[src/rtl/tw_pkg.sv]
package tw_pkg;

   typedef enum logic [2:0] {
      ST_IDLE    = 3'd0,
      ST_L1_REQ  = 3'd1,
      ST_L1_WAIT = 3'd2,
      ST_L2_REQ  = 3'd3,
      ST_L2_WAIT = 3'd4,
      ST_DONE    = 3'd5
   } tw_state_e;

   // descriptor kind taken from word bits [1:0]
   typedef enum logic [1:0] {
      DK_FAULT   = 2'b00,
      DK_COARSE  = 2'b01,
      DK_SECTION = 2'b10,
      DK_FINE    = 2'b11
   } tw_kind_e;

   localparam int FLT_W = 2;
   localparam logic [FLT_W-1:0] FLT_NONE = 2'd0;
   localparam logic [FLT_W-1:0] FLT_L1   = 2'd1;
   localparam logic [FLT_W-1:0] FLT_L2   = 2'd2;

   // field layout inside descriptor words
   localparam int DOM_W     = 4;
   localparam int DOM_LO    = 5;
   localparam int AP_W      = 2;
   localparam int SEC_AP_LO = 10;
   localparam int PG_AP_LO  = 4;
   localparam int C_POS     = 3;
   localparam int B_POS     = 2;

endpackage

[src/rtl/tw_addr_gen.sv]
module tw_addr_gen
   import tw_pkg::*;
#(
   parameter int ADDR_W     = 32,
   parameter int SEC_LO     = 20,
   parameter int LG_PAGE_LO = 12,
   parameter int SM_PAGE_LO = 10
) (
   input  logic [ADDR_W-1:0] ttb,
   input  logic [ADDR_W-1:0] va,
   input  logic [ADDR_W-1:0] desc,
   input  logic              fine_tbl,
   output logic [ADDR_W-1:0] l1_addr,
   output logic [ADDR_W-1:0] l2_addr
);
   localparam int IDX1_W   = ADDR_W - SEC_LO;
   localparam int TTB_LO   = IDX1_W + 2;
   localparam int CIDX_W   = SEC_LO - LG_PAGE_LO;
   localparam int CBASE_LO = CIDX_W + 2;
   localparam int FIDX_W   = SEC_LO - SM_PAGE_LO;
   localparam int FBASE_LO = FIDX_W + 2;

   generate
      if (ADDR_W != 32)
         $error("tw_addr_gen: descriptors are 32-bit words, ADDR_W must be 32");
      if (!(SM_PAGE_LO < LG_PAGE_LO && LG_PAGE_LO < SEC_LO))
         $error("tw_addr_gen: page sizes must nest inside the section size");
      if (TTB_LO >= ADDR_W)
         $error("tw_addr_gen: table index leaves no base bits");
      if (CBASE_LO <= DOM_LO + DOM_W - 1 || FBASE_LO <= DOM_LO + DOM_W - 1)
         $error("tw_addr_gen: table base overlaps the domain field");
   endgenerate

   logic [ADDR_W-1:0] coarse_addr;
   logic [ADDR_W-1:0] fine_addr;

   assign l1_addr     = {ttb[ADDR_W-1:TTB_LO], va[ADDR_W-1:SEC_LO], 2'b00};
   assign coarse_addr = {desc[ADDR_W-1:CBASE_LO], va[SEC_LO-1:LG_PAGE_LO], 2'b00};
   assign fine_addr   = {desc[ADDR_W-1:FBASE_LO], va[SEC_LO-1:SM_PAGE_LO], 2'b00};
   assign l2_addr     = fine_tbl ? fine_addr : coarse_addr;

   logic unused_bits;
   assign unused_bits = ^{ttb[TTB_LO-1:0], desc[CBASE_LO-1:0], va[SM_PAGE_LO-1:0]};

endmodule

[src/rtl/tw_desc_decode.sv]
module tw_desc_decode
   import tw_pkg::*;
#(
   parameter int ADDR_W     = 32,
   parameter int SEC_LO     = 20,
   parameter int LG_PAGE_LO = 12,
   parameter int SM_PAGE_LO = 10
) (
   input  logic [ADDR_W-1:0] word,
   input  logic [ADDR_W-1:0] va,
   input  logic              fine_tbl,
   output tw_kind_e          kind,
   output logic [DOM_W-1:0]  dom,
   output logic [ADDR_W-1:0] sec_pa,
   output logic [ADDR_W-1:0] page_pa,
   output logic [AP_W-1:0]   sec_ap,
   output logic [AP_W-1:0]   page_ap,
   output logic              c_bit,
   output logic              b_bit
);
   generate
      if (SEC_AP_LO + AP_W > SEC_LO)
         $error("tw_desc_decode: section permission overlaps the base field");
   endgenerate

   logic [ADDR_W-1:0] lg_pa;
   logic [ADDR_W-1:0] sm_pa;

   assign kind    = tw_kind_e'(word[1:0]);
   assign dom     = word[DOM_LO +: DOM_W];
   assign sec_ap  = word[SEC_AP_LO +: AP_W];
   assign page_ap = word[PG_AP_LO +: AP_W];
   assign c_bit   = word[C_POS];
   assign b_bit   = word[B_POS];

   assign sec_pa  = {word[ADDR_W-1:SEC_LO], va[SEC_LO-1:0]};
   assign lg_pa   = {word[ADDR_W-1:LG_PAGE_LO], va[LG_PAGE_LO-1:0]};
   assign sm_pa   = {word[ADDR_W-1:SM_PAGE_LO], va[SM_PAGE_LO-1:0]};
   assign page_pa = fine_tbl ? sm_pa : lg_pa;

   logic unused_bits;
   assign unused_bits = word[9];

endmodule

[src/rtl/tw_ctrl.sv]
module tw_ctrl
   import tw_pkg::*;
(
   input  logic      clk,
   input  logic      rst_n,
   input  logic      req_valid,
   input  logic      mem_req_ready,
   input  logic      mem_rsp_valid,
   input  tw_kind_e  rsp_kind,
   output tw_state_e state,
   output logic      take_req,
   output logic      l1_ret,
   output logic      l2_ret
);
   tw_state_e state_nx;

   assign take_req = (state == ST_IDLE) && req_valid;
   assign l1_ret   = (state == ST_L1_WAIT) && mem_rsp_valid;
   assign l2_ret   = (state == ST_L2_WAIT) && mem_rsp_valid;

   always_comb begin
      state_nx = state;
      case (state)
         ST_IDLE:    if (req_valid) state_nx = ST_L1_REQ;
         ST_L1_REQ:  if (mem_req_ready) state_nx = ST_L1_WAIT;
         ST_L1_WAIT: if (mem_rsp_valid)
                        state_nx = (rsp_kind == DK_COARSE || rsp_kind == DK_FINE)
                                   ? ST_L2_REQ : ST_DONE;
         ST_L2_REQ:  if (mem_req_ready) state_nx = ST_L2_WAIT;
         ST_L2_WAIT: if (mem_rsp_valid) state_nx = ST_DONE;
         ST_DONE:    state_nx = ST_IDLE;
         default:    state_nx = ST_IDLE;
      endcase
   end

   always_ff @(posedge clk or negedge rst_n) begin
      if (!rst_n) state <= ST_IDLE;
      else        state <= state_nx;
   end

   assert_l1_fault_ends_R4: assert property (@(posedge clk) disable iff (!rst_n)
      (state == ST_L1_WAIT && mem_rsp_valid && rsp_kind == DK_FAULT) |=> state == ST_DONE);

   assert_section_one_read_R5: assert property (@(posedge clk) disable iff (!rst_n)
      (state == ST_L1_WAIT && mem_rsp_valid && rsp_kind == DK_SECTION) |=> state == ST_DONE);

   assert_done_single_R11: assert property (@(posedge clk) disable iff (!rst_n)
      (state == ST_DONE) |=> state == ST_IDLE);

   assert_busy_no_start_R1: assert property (@(posedge clk) disable iff (!rst_n)
      (state != ST_IDLE && state != ST_L1_REQ) |=> state != ST_L1_REQ);

endmodule

[src/rtl/tablewalk_unit.sv]
module tablewalk_unit
   import tw_pkg::*;
#(
   parameter int ADDR_W     = 32,
   parameter int SEC_LO     = 20,
   parameter int LG_PAGE_LO = 12,
   parameter int SM_PAGE_LO = 10
) (
   input  logic              clk,
   input  logic              rst_n,
   input  logic              req_valid,
   output logic              req_ready,
   input  logic [ADDR_W-1:0] req_vaddr,
   input  logic [ADDR_W-1:0] req_ttb,
   output logic              mem_req_valid,
   input  logic              mem_req_ready,
   output logic [ADDR_W-1:0] mem_req_addr,
   input  logic              mem_rsp_valid,
   input  logic [ADDR_W-1:0] mem_rsp_data,
   output logic              done,
   output logic [ADDR_W-1:0] res_paddr,
   output logic [DOM_W-1:0]  res_domain,
   output logic [AP_W-1:0]   res_ap,
   output logic              res_cacheable,
   output logic              res_bufferable,
   output logic [FLT_W-1:0]  res_fault
);
   localparam int TTB_LO = ADDR_W - SEC_LO + 2;

   tw_state_e         state;
   logic              take_req, l1_ret, l2_ret;
   tw_kind_e          kind;
   logic [DOM_W-1:0]  d_dom;
   logic [ADDR_W-1:0] d_sec_pa, d_page_pa;
   logic [AP_W-1:0]   d_sec_ap, d_page_ap;
   logic              d_c, d_b;
   logic [ADDR_W-1:0] l1_addr, l2_addr;

   logic [ADDR_W-1:0] va_q, ttb_q, l2_addr_q;
   logic [DOM_W-1:0]  dom_q;
   logic              fine_q;

   tw_ctrl u_ctrl (
      .clk           (clk),
      .rst_n         (rst_n),
      .req_valid     (req_valid),
      .mem_req_ready (mem_req_ready),
      .mem_rsp_valid (mem_rsp_valid),
      .rsp_kind      (kind),
      .state         (state),
      .take_req      (take_req),
      .l1_ret        (l1_ret),
      .l2_ret        (l2_ret)
   );

   tw_addr_gen #(
      .ADDR_W(ADDR_W), .SEC_LO(SEC_LO), .LG_PAGE_LO(LG_PAGE_LO), .SM_PAGE_LO(SM_PAGE_LO)
   ) u_addr (
      .ttb      (ttb_q),
      .va       (va_q),
      .desc     (mem_rsp_data),
      .fine_tbl (kind == DK_FINE),
      .l1_addr  (l1_addr),
      .l2_addr  (l2_addr)
   );

   tw_desc_decode #(
      .ADDR_W(ADDR_W), .SEC_LO(SEC_LO), .LG_PAGE_LO(LG_PAGE_LO), .SM_PAGE_LO(SM_PAGE_LO)
   ) u_dec (
      .word     (mem_rsp_data),
      .va       (va_q),
      .fine_tbl (fine_q),
      .kind     (kind),
      .dom      (d_dom),
      .sec_pa   (d_sec_pa),
      .page_pa  (d_page_pa),
      .sec_ap   (d_sec_ap),
      .page_ap  (d_page_ap),
      .c_bit    (d_c),
      .b_bit    (d_b)
   );

   assign req_ready     = (state == ST_IDLE);
   assign done          = (state == ST_DONE);
   assign mem_req_valid = (state == ST_L1_REQ) || (state == ST_L2_REQ);
   assign mem_req_addr  = (state == ST_L2_REQ) ? l2_addr_q : l1_addr;

   // walk context
   always_ff @(posedge clk or negedge rst_n) begin
      if (!rst_n) begin
         va_q      <= '0;
         ttb_q     <= '0;
         l2_addr_q <= '0;
         dom_q     <= '0;
         fine_q    <= 1'b0;
      end else begin
         if (take_req) begin
            va_q  <= req_vaddr;
            ttb_q <= req_ttb;
         end
         if (l1_ret && (kind == DK_COARSE || kind == DK_FINE)) begin
            l2_addr_q <= l2_addr;
            dom_q     <= d_dom;
            fine_q    <= (kind == DK_FINE);
         end
      end
   end

   // result registers
   always_ff @(posedge clk or negedge rst_n) begin
      if (!rst_n) begin
         res_paddr      <= '0;
         res_domain     <= '0;
         res_ap         <= '0;
         res_cacheable  <= 1'b0;
         res_bufferable <= 1'b0;
         res_fault      <= FLT_NONE;
      end else if (l1_ret) begin
         if (kind == DK_SECTION) begin
            res_paddr      <= d_sec_pa;
            res_domain     <= d_dom;
            res_ap         <= d_sec_ap;
            res_cacheable  <= d_c;
            res_bufferable <= d_b;
            res_fault      <= FLT_NONE;
         end else if (kind == DK_FAULT) begin
            res_paddr      <= '0;
            res_domain     <= '0;
            res_ap         <= '0;
            res_cacheable  <= 1'b0;
            res_bufferable <= 1'b0;
            res_fault      <= FLT_L1;
         end
      end else if (l2_ret) begin
         res_domain <= dom_q;
         if (kind == DK_FAULT) begin
            res_paddr      <= '0;
            res_ap         <= '0;
            res_cacheable  <= 1'b0;
            res_bufferable <= 1'b0;
            res_fault      <= FLT_L2;
         end else begin
            res_paddr      <= d_page_pa;
            res_ap         <= d_page_ap;
            res_cacheable  <= d_c;
            res_bufferable <= d_b;
            res_fault      <= FLT_NONE;
         end
      end
   end

   assert_req_held_R3: assert property (@(posedge clk) disable iff (!rst_n)
      (mem_req_valid && !mem_req_ready) |=> (mem_req_valid && $stable(mem_req_addr)));

   assert_l1_addr_R2: assert property (@(posedge clk) disable iff (!rst_n)
      (req_valid && req_ready) |=>
         (mem_req_addr[1:0] == 2'b00 &&
          mem_req_addr[ADDR_W-1:TTB_LO] == $past(req_ttb[ADDR_W-1:TTB_LO])));

   assert_fault_clean_R4: assert property (@(posedge clk) disable iff (!rst_n)
      (done && res_fault != FLT_NONE) |-> (res_paddr == '0 && res_ap == '0));

   assert_ready_after_done_R11: assert property (@(posedge clk) disable iff (!rst_n)
      done |=> (req_ready && !done));

   assert_idle_quiet_R1: assert property (@(posedge clk) disable iff (!rst_n)
      req_ready |-> (!mem_req_valid && !done));

endmodule

[config.mk]
export PLATFORM = sky130hd
export DESIGN_NAME = tablewalk_unit
export DESIGN_NICKNAME = d
export VERILOG_FILES = /design/src/rtl/tw_pkg.sv /design/src/rtl/tw_addr_gen.sv /design/src/rtl/tw_desc_decode.sv /design/src/rtl/tw_ctrl.sv /design/src/rtl/tablewalk_unit.sv
export SDC_FILE = /design/constraint.sdc
export NUM_CORES = 1
export LEC_CHECK = 0
export ABC_CLOCK_PERIOD_IN_PS = 1850
export BUFFER_PORTS_ARGS = -buffer_cell sky130_fd_sc_hd__buf_2
export CAP_MARGIN = 40
export CORE_MARGIN = 2
export CORE_UTILIZATION = 30
export CTS_CLUSTER_DIAMETER = 60
export CTS_CLUSTER_SIZE = 12
export DETAILED_ROUTE_END_ITERATION = 8
export GPL_ROUTABILITY_DRIVEN = 0
export GPL_TIMING_DRIVEN = 0
export PLACE_DENSITY = 0.56
export SYNTH_ARGS = -nofsm -noshare
export SYNTH_HDL_FRONTEND = slang
export SYNTH_SLANG_ARGS = --single-unit
[constraint.sdc]
create_clock -name clk -period 1.85 [get_ports clk]
set_input_delay 0.37 -clock clk [delete_from_list [all_inputs] [get_ports clk]]
set_output_delay 0.37 -clock clk [all_outputs]
set_load 0.005 [all_outputs]
==> results of run 1 <==
## stage by stage
stage	setup WS, ns	std cells	total power (µW)	cell area [µm²]
3_3_place_gp	-1.32	820	8870	6710
5_1_grt	-0.414	858	13700	7610
3_5_place_dp	-0.269	821	9060	6750
4_1_cts	-0.404	858	12800	7500
2_1_floorplan	0.108	426	7310	5620
6_report	-0.330	859	12900	7610
## registers in the layout (all words and copies together) (netlist names)
signal,count
res_ap,2
res_bufferable,1
res_cacheable,1
va_q,32
res_fault,2
res_domain,4
res_paddr,32
l2_addr_q,30
dom_q,4
ttb_q,18
u_ctrl.state,3
fine_q,1
## power groups by stage
stage	Combinational (µW)	Sequential, µW	Clock [µW]
detailed placement	4040	5020	0
global placement	3920	4950	0
global route	4950	5150	3620
CTS	4340	4990	3480
finish	4520	4970	3370
floorplan	2510	4790	0
## cell families (layout without fill, tap and decap cells)
family,Yosys count,count (layout),synth area share [%]
AO/OA/AOI/OAI,77,77,9.20
other,1,3,0.0668
AND/OR/NAND/NOR,71,71,6.57
buffers and inverters,32,230,3.57
flip-flops,130,130,57.9
multiplexers,114,114,22.6
## synthesized netlist by cell type
cell type	n	area share, %
nor3b_1	2	0.27
nor2b_1	5	0.56
nand4_4	1	0.38
a31oi_1	12	1.3
clkbuf_1	10	0.67
and3_1	14	1.6
a311oi_1	1	0.16
nor4bb_1	1	0.18
dfrtp_1	130	58
mux2_2	100	20
a32o_1	1	0.18
buf_4	4	0.53
a21o_1	1	0.13
nand3b_1	1	0.13
a22o_1	24	3.7
mux2i_1	10	1.8
nand2_1	33	2.2
or2_2	1	0.11
and2_1	2	0.22
o21ai_1	6	0.53
o31ai_1	4	0.53
nor4_1	1	0.11
nor3_1	4	0.36
mux2_1	4	0.80
a21oi_1	6	0.53
conb_1	1	0.067
o211a_1	1	0.18
o21ai_0	21	1.9
nor2_1	5	0.33
inv_1	1	0.067
buf_6	7	1.4
buf_2	10	0.89
and2b_2	1	0.16
## worst register-to-register path: stages, from the launching register on
cell and delay [ns]:
dfrtp_1 0.38, and2b_2 0.29, buf_4 0.16, nand4_4 0.24, buf_6 0.28, mux2_2 0.29
## repair_timing
action                                  CTS  global route
resized for setup                        36            24
endpoints found under the hold margin    36             0
hold buffers                              1             0
endpoints found under the setup margin   60           149
pin swaps                                 1             1
setup buffers                             3             0
gates cloned                              1             1
## layout make-up
| class | instances | share of cell area, % |
|---|---|---|
| flip-flops and latches | 130 | 42.8 |
| multi-input cells | 264 | 29.5 |
| repair buffers | 167 | 12.7 |
| clock buffers | 18 | 5.64 |
| well taps | 234 | 3.85 |
| plain buffers | 30 | 3.34 |
| clock inverters | 14 | 2.17 |
| inverters | 1 | 0.0493 |
| diodes | 1 | 0.0329 |
## worst min path at each step
stage          endpoint  slack [ns]  cells past startpoint
3_5_place_dp   va_q[24]        0.29                      1
3_3_place_gp   va_q[26]        0.46                      1
5_1_grt        va_q[14]        0.17                      2
2_1_floorplan  dom_q[0]        0.07                      0
4_1_cts        va_q[27]        0.16                      2
6_report       va_q[27]        0.18                      2
## layer usage
metal	global-route usage, %	vias to the layer above	share of wire [%]
li1	-	1919	-
met1	19.7	2052	42
met2	28.3	149	50
met3	5.30	20	6.4
met4	4.79	0	1.5
met5	0	-	0
==> results.txt, run 1 <==
outcome = complete, but fails checks
failing checks = setup timing
switching pwr = 3890 µW
crit path to = mem_req_addr[21]
Congestion Overflow GR = 0
crit start category = flop
Comb pwr share = 35.1%
die height = 141 µm
Final min period = 2.18 ns
crit share post-route = 118%
#FFs+latches synth = 130
share of layout cells above drive strength 1 = 53.2%
vias in the first global route = 4395
fin nets = 712
Max Cap Viol = 0
Setup CP Type = flop to output port
setup slack, reg-to-reg = 0.10 ns
Post-Syn Instances = 425
dpl hpwl = 11000 µm
worst-skew pair later-pin latency = 0.41 ns
Core Util, Final = 41.1%
hold_sp = req_vaddr[27]
R2R cell count = 5
post-route ant nets = 0
Root Driver = clkbuf_16
CP Buf/Inv Count = 2
most common cell after layout, fill and taps aside = buf_2
DR vias/cell = 4.82
Pwr Density = 1690 mW/mm²
LEAKAGE = 0.00378 µW
Hold Slack = 0.181 ns
Core Region = 0.0185 mm²
die width = 141 µm
CTS tree = built
Critical Path AT = 1.81 ns
Hold Path Class = input pin to flop
total negative slack = -9.34 ns
cell depth of the worst setup path = 5
Worst Setup SP = u_ctrl.state[1]
Distinct cells, synth = 33
Final WS setup = -0.330 ns
num ports = 178
RR Startpoint = u_ctrl.state[2]
Max clock buf depth = 2
Pint = 8980 µW
mapped cell area = 0.00561 mm²
slowest stage delay, CP = 0.40 ns
maximum vdd drop = 0.725 mV
initial antenna violation count = 1
Worst Max-Slew Pin Slew = 0.700 ns
Routed Wire Length = 15800 µm
register area share after synthesis = 57.9%
FF/Latch Area = 0.00325 mm²
CP max stage cell = dfrtp_2
largest net degree at the start of global routing = 95
Iteration-0 DRC Markers = 173
H-tree Lvls = 4
RSZ-0062 raised after global routing = yes
IO buf count = 160
fillers = 1808
initial core utilization = 30.3%
Slew headroom = 53.4%
Clk pin slew, worst setup/hold paths = 0.06 ns
Final Max Tran Viols = 0
row count = 50
clock share of power = 26.2%
worst r2r dst = l2_addr_q[24]
crit-path cells = and2b_2, nand2_8, clkbuf_16, mux2_2, buf_6
Seq pwr share = 38.7%
final setup fails = 30
total track usage = 16.4%
first-pass GRT wire length = 24400 µm
DRC = 0
CP Data Required Time = 1.48 ns
drt pass-1 iters = 4
Worst Setup End Kind = output port
Fin Clk Skew = 0.00786 ns
YS warnings = 0
Avg WL per Cell = 18.4 µm
area of the multi-input gates = 0.00224 mm²
maximum clock rate = 0.459 GHz
Vias = 4140
most frequent cells in the layout = 153 x buf_2, 129 x dfrtp_1, 88 x mux2_2
Final Hold Fails = 0
Mean Syn Cell Area = 13.2 µm²
synth-to-layout area growth = 35.5%
worst-path maximum fanout = 5
die area = 0.0198 mm²
clk sinks = 130
Crit path max-delay family = flip-flops
Inserted Clock Buffers = 17
net switching fraction of the power = 30.2%
No activity file was read; power rests on OpenSTA's default activity.
==> run 2, diff against run 1 <==
--- a/config.mk
+++ b/config.mk
@@ -10,2 +10,3 @@
 export CAP_MARGIN = 40
+export CORE_ASPECT_RATIO = 1.2
 export CORE_MARGIN = 2
==> constraint.sdc (replaced) <==
create_clock -name clk -period 1.85 [get_ports clk]
set_input_delay 0.185 -clock clk [delete_from_list [all_inputs] [get_ports clk]]
set_output_delay 0.185 -clock clk [all_outputs]
set_load 0.005 [all_outputs]
==> results.txt, run 2 (synthesis gave the netlist of run 1 again) <==
outcome = complete, but fails checks
failing checks = setup timing
crit start category = flop
num ports = 178 (unchanged)
Fin Clk Skew = 0.00747 ns (-0.000391 ns)
IO buf count = 160 (unchanged)
die area = 0.0198 mm² (about the same)
Pwr Density = 1620 mW/mm² (-4.1%)
biggest registers after layout = res_paddr (32), va_q (32), l2_addr_q (30)
row count = 54 (+8.0%)
drt pass-1 iters = 4 (unchanged)
RSZ-0062 raised after global routing = yes
Max clock buf depth = 2 (unchanged)
fillers = 1733 (-4.1%)
antenna cells = 0 (-1)
die height = 154 µm (+9.3%)
post-route ant nets = 0 (unchanged)
Worst Max-Slew Pin Slew = 0.682 ns (-0.0176 ns)
maximum clock rate = 0.509 GHz (+11%)
total track usage = 16.5% (+0.10 points)
Max Cap Viol = 0 (unchanged)
initial antenna violation count = 0 (-1)
vias in the first global route = 4541 (+3.3%)
Slew headroom = 54.5% (+1.2 points)
Final min period = 1.96 ns (-0.215 ns)
CTS tree = built
most common cell after layout, fill and taps aside = buf_2
Final Hold Fails = 0 (unchanged)
synth-to-layout area growth = 44.5%
Non-Filler Instances = 893 (+4.0%)
clk sinks = 130 (unchanged)
maximum vdd drop = 0.634 mV (-13%)
worst-skew pair later-pin latency = 0.41 ns (about the same)
H-tree Lvls = 4 (unchanged)
fin nets = 758 (+6.5%)
worst-path maximum fanout = 10 (+5)
most frequent cells in the layout = 145 x buf_2, 129 x dfrtp_1, 80 x mux2_2
crit share post-route = 106% (-12 points)
first-pass GRT wire length = 24700 µm (+1.1%)
Avg WL per Cell = 18.0 µm (-1.9%)
initial core utilization = 30.8% (+0.46 points)
final setup fails = 30 (unchanged)
Hold Path Class = input pin to flop
total negative slack = -2.98 ns (+6.35 ns)
die width = 129 µm (-8.5%)
CP Data Required Time = 1.66 ns (+0.18 ns)
Iteration-0 DRC Markers = 180 (+4.0%)
Worst Setup End Kind = output port
Post-Place Worst Slack = -0.0834 ns (+0.185 ns)
largest net degree at the start of global routing = 79 (-17%)
Vias = 4234 (+2.3%)
Final WS setup = -0.115 ns (+0.215 ns)
Core Region = 0.0182 mm² (-1.5%)
DRC = 0 (unchanged)
Cells after DPL = 811 (-1.2%)
Tot Pwr = 13100 µW (+2.2%)
Core Util, Final = 44.5% (+3.4 points)
Critical Path AT = 1.78 ns (-0.03 ns)
Congestion Overflow GR = 0 (unchanged)
Clk pin slew, worst setup/hold paths = 0.06 ns (about the same)
Routed Wire Length = 16100 µm (+1.9%)
Inserted Clock Buffers = 17 (unchanged)
Setup CP Type = flop to output port
dpl hpwl = 11000 µm (-0.71%)
DR vias/cell = 4.74 (-1.6%)
Final Max Tran Viols = 0 (unchanged)
share of layout cells above drive strength 1 = 49.2% (-4.0 points)
LEAKAGE = 0.00404 µW (+6.8%)
Root Driver = clkbuf_16
[run 2: cell types whose count changed in the layout (fill, tap and decap cells not counted), sizes merged]
cell         change
dlygate4sd3     +45
clkinvlp         -4
clkbuf           +3
buf              +2
bufinv           -1
diode            -1
[run 2: through the flow]
stage | hold WS, ns | instance area, µm²
finish | 0.0177 | 8110
global route | 0.000347 | 8110
global placement | 0.405 | 6700
detailed placement | 0.175 | 6730
floorplan | -0.111 | 5620
CTS | 0.00150 | 7910
[run 2: repair_timing]
action / CTS / global route
hold buffers: 45 / 1
pin swaps: 1 / 0
endpoints found under the hold margin: 96 / 1
endpoints found under the setup margin: 50 / 122
gates resized for setup: 30 / 38
buffers inserted: 4 / 0
cloned: 1 / 1
[run 2: metal layers]
layer	GRT usage [%]	vias to the layer above	part of all wire [%]
li1	-	1997	-
met1	19.3	2101	42
met2	29.1	122	52
met3	4.59	14	4.9
met4	5.07	0	1.0
met5	0	-	0
[run 2: worst paths after layout]
kind | start | endpoint | slack (ns) | depth (start not counted)
min in group asynchronous | rst_n | l2_addr_q[5] | 0.30 | 2
setup reg to reg | u_ctrl.state[2] | ttb_q[31] | 0.03 | 7
setup / recovery | u_ctrl.state[1] | mem_req_addr[7] | -0.11 | 5
hold reg to reg | res_fault[0] | res_fault[0] | 0.48 | 2
max in group asynchronous | rst_n | u_ctrl.state[1] | 0.75 | 3
hold / removal | mem_rsp_data[24] | res_paddr[24] | 0.02 | 2
[run 2: worst max-delay path, stage by stage (launching register included)]
cell,delay [ns]
dfrtp_2,0.40
and2b_2,0.24
nand2_8,0.13
buf_12,0.15
mux2_2,0.33
buf_2,0.12
[run 2: layout make-up]
| type | instances | area [µm²] | share of cell area (%) |
|---|---|---|---|
| Buffer | 30 | 241 | 2.98 |
| Clock buffer | 22 | 484 | 5.97 |
| Clock inverter | 9 | 105 | 1.30 |
| Inverter | 1 | 3.75 | 0.0463 |
| Multi-Input combinational cell | 264 | 2260 | 27.8 |
| Sequential cell | 130 | 3250 | 40.1 |
| Tap cell | 224 | 280 | 3.46 |
| Timing Repair Buffer | 213 | 1480 | 18.3 |
[run 2: power by group]
| part | internal (µW) | total [µW] | switching, µW |
|---|---|---|---|
| clock network | 2110 | 3350 | 1230 |
| registers | 4190 | 4990 | 807 |
| logic | 2930 | 4810 | 1880 |
